<file path="src/rtl/xw_pkg.sv">
package xw_pkg;
  typedef enum logic [1:0] {
    KIND_MEM = 2'd0,
    KIND_IO  = 2'd1,
    KIND_CFG = 2'd2
  } xw_kind_e;

  localparam int          SYS_W      = 16;
  localparam int          LOCK_BIT   = 14;
  localparam logic [15:0] UNLOCK_KEY = 16'hA05F;
  localparam logic [15:0] SYS_RST    = 16'h4000;
  localparam int          EN_BIT     = 0;
  localparam int          PF_BIT     = 1;
  localparam logic [1:0]  MTYPE_CFG   = 2'b01;
  localparam logic [1:0]  MTYPE_MULTI = 2'b10;
endpackage

</file>
<file path="src/rtl/xw_rst_sync.sv">
module xw_rst_sync (
  input  logic clk,
  input  logic rst_n,
  output logic rst_ni
);
  logic [1:0] sync_q;

  always_ff @(posedge clk or negedge rst_n) begin
    if (!rst_n) sync_q <= 2'b00;
    else        sync_q <= {sync_q[0], 1'b1};
  end

  assign rst_ni = sync_q[1];
endmodule

</file>
<file path="src/rtl/xw_cfg_regs.sv">
module xw_cfg_regs import xw_pkg::*; #(
  parameter int AW    = 32,
  parameter int NWIN  = 3,
  parameter int SEL_W = 3
) (
  input  logic                      clk,
  input  logic                      rst_ni,
  input  logic                      wr,
  input  logic [SEL_W-1:0]          sel,
  input  logic [AW-1:0]             wdata,
  output logic [AW-1:0]             rdata,
  output logic [NWIN-1:0][AW-1:0]   start_q,
  output logic [NWIN-1:0][AW-1:0]   tgt_q
);
  localparam logic [SEL_W-1:0] SYS_SEL = SEL_W'(2 * NWIN);

  logic [NWIN-1:0][AW-1:0] start_d, tgt_d;
  logic [SYS_W-1:0]        sys_q, sys_d;
  logic                    locked;

  assign locked = sys_q[LOCK_BIT];

  // next state
  always_comb begin
    start_d = start_q;
    tgt_d   = tgt_q;
    sys_d   = sys_q;
    if (sel == SYS_SEL) begin
      if (!locked)                            sys_d = wdata[SYS_W-1:0];
      else if (wdata[SYS_W-1:0] == UNLOCK_KEY) sys_d = UNLOCK_KEY;
    end else if (!locked) begin
      for (int w = 0; w < NWIN; w++) begin
        if (sel == SEL_W'(2 * w))     start_d[w] = wdata;
        if (sel == SEL_W'(2 * w + 1)) tgt_d[w]   = wdata;
      end
    end
  end

  // registers, enabled by the write strobe
  always_ff @(posedge clk or negedge rst_ni) begin
    if (!rst_ni) begin
      start_q <= '0;
      tgt_q   <= '0;
      sys_q   <= SYS_RST;
    end else if (wr) begin
      start_q <= start_d;
      tgt_q   <= tgt_d;
      sys_q   <= sys_d;
    end
  end

  // read mux
  always_comb begin
    rdata = '0;
    for (int w = 0; w < NWIN; w++) begin
      if (sel == SEL_W'(2 * w))     rdata = start_q[w];
      if (sel == SEL_W'(2 * w + 1)) rdata = tgt_q[w];
    end
    if (sel == SYS_SEL) rdata = AW'(sys_q);
  end
endmodule

</file>
<file path="src/rtl/xw_window.sv">
module xw_window import xw_pkg::*; #(
  parameter int AW       = 32,
  parameter int IDX      = 0,
  parameter int NWIN     = 3,
  parameter int MIN_SH   = 20,
  parameter int MAX_CODE = 9,
  parameter int SZ_LSB   = 4,
  parameter int SZ_W     = 4
) (
  input  logic [AW-1:0] addr,
  input  logic [AW-1:0] start,
  input  logic [AW-1:0] tgt,
  output logic          hit,
  output logic [AW-1:0] xaddr,
  output logic [1:0]    kind,
  output logic          burst,
  output logic          pref
);
  localparam int SH_W = $clog2(AW);

  logic [SZ_W-1:0] code;
  logic [SH_W-1:0] sh;
  logic [AW-1:0]   lo_mask;

  always_comb begin
    code = start[SZ_LSB +: SZ_W];
    if (code > SZ_W'(MAX_CODE)) sh = SH_W'(MIN_SH + MAX_CODE);
    else                        sh = SH_W'(MIN_SH) + SH_W'(code);
    lo_mask = (AW'(1) << sh) - AW'(1);
    hit     = start[EN_BIT] && ((addr & ~lo_mask) == (start & ~lo_mask));
    xaddr   = (tgt & ~lo_mask) | (addr & lo_mask);
  end

  generate
    if (IDX == NWIN - 1) begin : g_io
      assign kind  = KIND_IO;
      assign burst = 1'b0;
      assign pref  = 1'b0;
    end else begin : g_mem
      always_comb begin
        if (tgt[1:0] == MTYPE_CFG) kind = KIND_CFG;
        else                       kind = KIND_MEM;
        burst = (tgt[1:0] == MTYPE_MULTI);
        pref  = start[PF_BIT] && (tgt[1:0] != MTYPE_CFG);
      end
    end
  endgenerate
endmodule

</file>
<file path="src/rtl/xw_prio_pick.sv">
module xw_prio_pick #(
  parameter int AW    = 32,
  parameter int NWIN  = 3,
  parameter int WIN_W = 2
) (
  input  logic [NWIN-1:0]           hit,
  input  logic [NWIN-1:0][AW-1:0]   xaddr,
  input  logic [NWIN-1:0][1:0]      kind,
  input  logic [NWIN-1:0]           burst,
  input  logic [NWIN-1:0]           pref,
  output logic                      any,
  output logic [WIN_W-1:0]          win,
  output logic [AW-1:0]             addr,
  output logic [1:0]                kind_o,
  output logic                      burst_o,
  output logic                      pref_o
);
  // scan from the top down so the lowest hit is written last
  always_comb begin
    any     = |hit;
    win     = '0;
    addr    = '0;
    kind_o  = '0;
    burst_o = 1'b0;
    pref_o  = 1'b0;
    for (int w = NWIN - 1; w >= 0; w--) begin
      if (hit[w]) begin
        win     = WIN_W'(w);
        addr    = xaddr[w];
        kind_o  = kind[w];
        burst_o = burst[w];
        pref_o  = pref[w];
      end
    end
  end
endmodule

</file>
<file path="src/rtl/addr_window_xlat.sv">
module addr_window_xlat import xw_pkg::*; #(
  parameter int AW       = 32,
  parameter int NWIN     = 3,
  parameter int MIN_SH   = 20,
  parameter int MAX_CODE = 9,
  parameter int SZ_LSB   = 4,
  parameter int SZ_W     = 4
) (
  input  logic                          clk,
  input  logic                          rst_n,
  input  logic                          cfg_wr,
  input  logic [$clog2(2*NWIN+1)-1:0]   cfg_sel,
  input  logic [AW-1:0]                 cfg_wdata,
  output logic [AW-1:0]                 cfg_rdata,
  input  logic                          req_valid,
  input  logic [AW-1:0]                 req_addr,
  output logic                          xl_cyc,
  output logic                          xl_miss,
  output logic [AW-1:0]                 xl_addr,
  output logic [1:0]                    xl_kind,
  output logic                          xl_burst,
  output logic                          xl_prefetch,
  output logic [$clog2(NWIN)-1:0]       xl_win
);
  localparam int SEL_W = $clog2(2 * NWIN + 1);
  localparam int WIN_W = $clog2(NWIN);

  logic rst_ni;
  logic [NWIN-1:0][AW-1:0] start_q, tgt_q, w_xaddr;
  logic [NWIN-1:0][1:0]    w_kind;
  logic [NWIN-1:0]         w_hit, w_burst, w_pref;

  logic             p_any, p_burst, p_pref;
  logic [WIN_W-1:0] p_win;
  logic [AW-1:0]    p_addr;
  logic [1:0]       p_kind;

  logic             cyc_d, miss_d, burst_d, pref_d;
  logic [AW-1:0]    addr_d;
  logic [1:0]       kind_d;
  logic [WIN_W-1:0] win_d;

  xw_rst_sync i_rst_sync (
    .clk    (clk),
    .rst_n  (rst_n),
    .rst_ni (rst_ni)
  );

  xw_cfg_regs #(.AW(AW), .NWIN(NWIN), .SEL_W(SEL_W)) i_cfg_regs (
    .clk     (clk),
    .rst_ni  (rst_ni),
    .wr      (cfg_wr),
    .sel     (cfg_sel),
    .wdata   (cfg_wdata),
    .rdata   (cfg_rdata),
    .start_q (start_q),
    .tgt_q   (tgt_q)
  );

  generate
    for (genvar w = 0; w < NWIN; w++) begin : g_win
      xw_window #(
        .AW(AW), .IDX(w), .NWIN(NWIN), .MIN_SH(MIN_SH),
        .MAX_CODE(MAX_CODE), .SZ_LSB(SZ_LSB), .SZ_W(SZ_W)
      ) i_window (
        .addr  (req_addr),
        .start (start_q[w]),
        .tgt   (tgt_q[w]),
        .hit   (w_hit[w]),
        .xaddr (w_xaddr[w]),
        .kind  (w_kind[w]),
        .burst (w_burst[w]),
        .pref  (w_pref[w])
      );
    end
  endgenerate

  xw_prio_pick #(.AW(AW), .NWIN(NWIN), .WIN_W(WIN_W)) i_prio_pick (
    .hit     (w_hit),
    .xaddr   (w_xaddr),
    .kind    (w_kind),
    .burst   (w_burst),
    .pref    (w_pref),
    .any     (p_any),
    .win     (p_win),
    .addr    (p_addr),
    .kind_o  (p_kind),
    .burst_o (p_burst),
    .pref_o  (p_pref)
  );

  // next state of the result stage
  always_comb begin
    cyc_d   = req_valid && p_any;
    miss_d  = req_valid && !p_any;
    addr_d  = cyc_d ? p_addr  : '0;
    kind_d  = cyc_d ? p_kind  : '0;
    win_d   = cyc_d ? p_win   : '0;
    burst_d = cyc_d && p_burst;
    pref_d  = cyc_d && p_pref;
  end

  always_ff @(posedge clk or negedge rst_ni) begin
    if (!rst_ni) begin
      xl_cyc      <= 1'b0;
      xl_miss     <= 1'b0;
      xl_addr     <= '0;
      xl_kind     <= '0;
      xl_burst    <= 1'b0;
      xl_prefetch <= 1'b0;
      xl_win      <= '0;
    end else begin
      xl_cyc      <= cyc_d;
      xl_miss     <= miss_d;
      xl_addr     <= addr_d;
      xl_kind     <= kind_d;
      xl_burst    <= burst_d;
      xl_prefetch <= pref_d;
      xl_win      <= win_d;
    end
  end
endmodule

</file>
<file path="config.mk">
export PLATFORM = sky130hd
export DESIGN_NAME = addr_window_xlat
export DESIGN_NICKNAME = d
export VERILOG_FILES = /design/src/rtl/xw_pkg.sv /design/src/rtl/xw_rst_sync.sv /design/src/rtl/xw_cfg_regs.sv /design/src/rtl/xw_window.sv /design/src/rtl/xw_prio_pick.sv /design/src/rtl/addr_window_xlat.sv
export SDC_FILE = /design/constraint.sdc
export NUM_CORES = 1
export LEC_CHECK = 0
export CORE_MARGIN = 2
export CORE_UTILIZATION = 50
export CTS_CLUSTER_DIAMETER = 100
export DETAILED_ROUTE_END_ITERATION = 6
export GPL_TIMING_DRIVEN = 0
export PLACE_DENSITY = 0.76
export SYNTH_ARGS = -nofsm -noshare
export SYNTH_HDL_FRONTEND = slang
export SYNTH_SLANG_ARGS = --single-unit
</file>
<file path="constraint.sdc">
create_clock -name clk -period 12.45 [get_ports clk]
set_clock_uncertainty 0.2 [all_clocks]
set_input_delay 1.8675 -clock clk [delete_from_list [all_inputs] [get_ports clk]]
set_output_delay 1.8675 -clock clk [all_outputs]
set_load 0.005 [all_outputs]
</file>
==> run summary <==
Share of layout cells above drive strength 1 - 28.75%
Total wire length - 44,220 um
Prevailing post-synth register cell - dfrtp_1
Crit start category - primary input
CTS Buffer Depth - 3
# IOs - 143
FMAX - 0.1308 GHz
H-Tree Depth - 1
Clk slew on worst S/H paths - 0.06 ns
Crit end category - output port
Vias - 10,770
Sequential fraction of design power - 42.4%
Critical path peak fanout - 10
Clock root cell - clkbuf_16
Chip height - 169.2 um
Fin crit share - 61.40%
Status - completed
NetSw - 0.9219 mW
Final Non-Filler Cells - 1,680
Setup TNS - 0 ns
Min cycle time layout - 7.645 ns
Power share of the combinational group - 29.3%
Pint - 1.912 mW
Total CTS buffers - 27
Count of input and output buffers - 121
Largest net degree at the start of global routing - 71
Setup bufs post-CTS - 0
Slew HR - 15.67%
Switching Share - 32.53%
Post-Syn Area - 0.01365 mm^2
DIE WIDTH - 169.2 um
Post-cts sizing count - 0
# rows - 60
Clk Latency, worst-skew pair - 0.54 ns
Initial Utilization - 50.79%
RD Place Congestion - 0.9760
Vias in the first global route - 10,740
Post-DRT Antenna Nets - 0
Wire length per cell - 26.32 um
GR Overflow Total - 0
Post-layout net count - 1,394
Fill cell count - 2,185
Post-synth EDFFs - 0
Max_cap viols - 0
CP arrival - 5.58 ns
Worst Tran Pin Value - 1.260 ns
Total track usage - 30.75%
Syn_area_per_cell - 11.76 um^2
Worst EP required - 10.38 ns
DR vias/cell - 6.408
Mapped Cells - 1,161
Yosys warning total - 0
Worst Hold Class - flip-flop to flip-flop
VDD IR max - 0.00009263 V
Static Leakage - 6.706 nW
Finish-stage setup viols - 0
Sinks on the clock net - 249
Hold Vio Cnt, Final - 0
Die area - 0.02864 mm^2
Initial antenna violation count - 1
Antenna cells - 0
RSZ-0062 raised after global routing - false
Total power - 2.834 mW
DRT Pass-1 Iters - 5
Max-slew violation count - 0
Yosys reg bits - 249
DP Cell Count - 1,632
Sequential share of the synthesized area - 45.66%
Layout area overhead - 19.22%
Distinct cells, synth - 79
1st-iter DRT viols - 1,109
Post-CTS Hold Buffers - 0
Remaining DRCs - 0
Core area - 0.02688 mm^2
Clock Power Share - 28.2%
Post-DP HPWL - 31,000 um
First-pass GRT wire length - 66,210 um
Power per cell area - 174.2 mW/mm^2
Post-synth ARST share - 100.0%
Crit path kind - primary input to output port
TritonCTS clock tree - done
cells by family (layout without fill, tap and decap cells):
group / count (synthesis) / after routing / synth area share, %
flops: 249 / 249 / 45.66
other cells: 1 / 7 / 0.02747
simple gates: 200 / 200 / 7.242
fa+ha+maj: 3 / 3 / 0.2750
xor+xnor: 70 / 70 / 4.492
compound gates: 213 / 213 / 11.97
buf+inv: 106 / 278 / 3.529
mux: 319 / 319 / 26.80
state kept, by name, indices dropped and copies added (netlist names):
| signal | count |
|---|---|
| i_cfg_regs.sys_q | 16 |
| xl_cyc | 1 |
| xl_burst | 1 |
| i_cfg_regs.tgt_q | 96 |
| xl_win | 1 |
| xl_addr | 32 |
| i_rst_sync.sync_q | 2 |
| i_cfg_regs.start_q | 96 |
| xl_kind | 2 |
| xl_miss | 1 |
| xl_prefetch | 1 |
final timing paths:
kind	start	end	slack [ns]	depth (start not counted)
worst max-delay path	cfg_sel[0]	cfg_rdata[20]	4.81	8
worst min-delay path	i_rst_sync.sync_q[0]	i_rst_sync.sync_q[1]	0.15	0
worst max register to register	i_cfg_regs.start_q[6]	xl_prefetch	9.25	9
worst min register to register	i_rst_sync.sync_q[0]	i_rst_sync.sync_q[1]	0.15	0
max in group asynchronous	rst_n	i_rst_sync.sync_q[1]	10.64	1
min in group asynchronous	i_rst_sync.sync_q[1]	i_cfg_regs.start_q[21]	0.20	0
worst max-delay path, cell delays in order:
cell and delay, ns:
clkdlybuf4s50_1 0.53, clkbuf_1 0.49, clkbuf_1 0.74, clkbuf_1 0.79, a21oi_1 0.21, a22oi_1 0.20, o21ai_0 0.21, clkdlybuf4s50_1 0.52
power by group through the flow:
stage	clock network [mW]	logic, mW	registers [mW]
2_1_floorplan	0	0.575	1.16
3_3_place_gp	0	0.768	1.21
3_5_place_dp	0	0.801	1.21
4_1_cts	0.804	0.809	1.19
5_1_grt	0.838	0.884	1.23
6_report	0.801	0.831	1.20
through the flow:
stage,area [um^2],util (%),hold slack (ns),setup slack (ns)
3_5_place_dp,15400,57.29,0.1402,5.019
5_1_grt,16270,60.55,0.1599,4.723
2_1_floorplan,13670,-,0.1312,4.799
3_3_place_gp,15310,56.96,0.1382,2.029
6_report,16270,60.55,0.1543,4.805
4_1_cts,16270,60.53,0.1574,5.003
Yosys cell counts, types with 3 or more instances:
master	instances	area, um^2
a221oi_2	17	255.2
and4_1	3	26.28
nand2b_1	3	18.77
a21oi_1	56	280.3
buf_1	16	60.06
a211oi_2	14	175.2
nor4_1	10	62.56
and2_1	3	18.77
a22oi_1	13	97.59
buf_2	23	115.1
inv_1	5	18.77
mux2i_1	64	640.6
mux4_2	13	292.8
nand3_1	11	55.05
dfrtp_1	248	6206
a31oi_1	3	18.77
clkbuf_1	50	187.7
nand2_1	55	206.5
nand4_1	6	37.54
a22o_1	3	26.28
o21ai_0	49	245.2
buf_4	5	37.54
a221oi_1	9	78.83
xor2_1	29	254.0
nor3_1	16	80.08
a21boi_0	7	52.55
ha_1	3	37.54
o21ai_1	3	15.01
nor2_1	60	225.2
mux2_2	242	2725
nor3_2	3	30.03
and3_1	14	87.58
a32oi_1	3	26.28
xnor2_1	41	359.1
o211ai_1	5	37.54
layer usage:
layer / part of all wire [%] / up-vias / track usage (%)
met4: 3.7 / 2 / 11.45
met2: 46 / 650 / 48.32
met1: 41 / 5404 / 42.12
met5: 0.032 / - / 0
met3: 9.5 / 131 / 6.600
li1: - / 4579 / -
layout make-up:
class | instances | area, um^2 | area share [%]
multi-input combinational | 812 | 6964 | 42.80
sequential | 249 | 6236 | 38.32
timing repair buffer | 124 | 1294 | 7.950
clock buffer | 34 | 742.0 | 4.559
buffer | 98 | 451.7 | 2.776
tap | 341 | 426.7 | 2.622
clock inverter | 14 | 128.9 | 0.7919
inverter | 8 | 30.03 | 0.1845
layout by cell type (no fill, tap or decap), types with 4 or more instances in the layout:
| cell type | synthesis | layout |
|---|---|---|
| dfrtp_1 | 248 | 247 |
| mux2_2 | 242 | 242 |
| clkdlybuf4s50_1 | 0 | 121 |
| mux2i_1 | 64 | 64 |
| nor2_1 | 60 | 60 |
| a21oi_1 | 56 | 56 |
| nand2_1 | 55 | 55 |
| clkbuf_1 | 50 | 53 |
| o21ai_0 | 49 | 49 |
| xnor2_1 | 41 | 41 |
| xor2_1 | 29 | 29 |
| clkbuf_16 | 0 | 27 |
| buf_2 | 23 | 23 |
| a221oi_2 | 17 | 17 |
| buf_1 | 16 | 16 |
| nor3_1 | 16 | 16 |
| and3_1 | 14 | 14 |
| a211oi_2 | 14 | 14 |
| mux4_2 | 13 | 13 |
| a22oi_1 | 13 | 13 |
| nand3_1 | 11 | 11 |
| nor4_1 | 10 | 9 |
| a221oi_1 | 9 | 9 |
| clkinv_2 | 0 | 9 |
| a21boi_0 | 7 | 7 |
| conb_1 | 1 | 7 |
| nand4_1 | 6 | 6 |
| inv_1 | 5 | 5 |
| o211ai_1 | 5 | 5 |
| buf_4 | 5 | 5 |
| clkbuf_8 | 0 | 4 |
(Power assumes the default switching activity.)
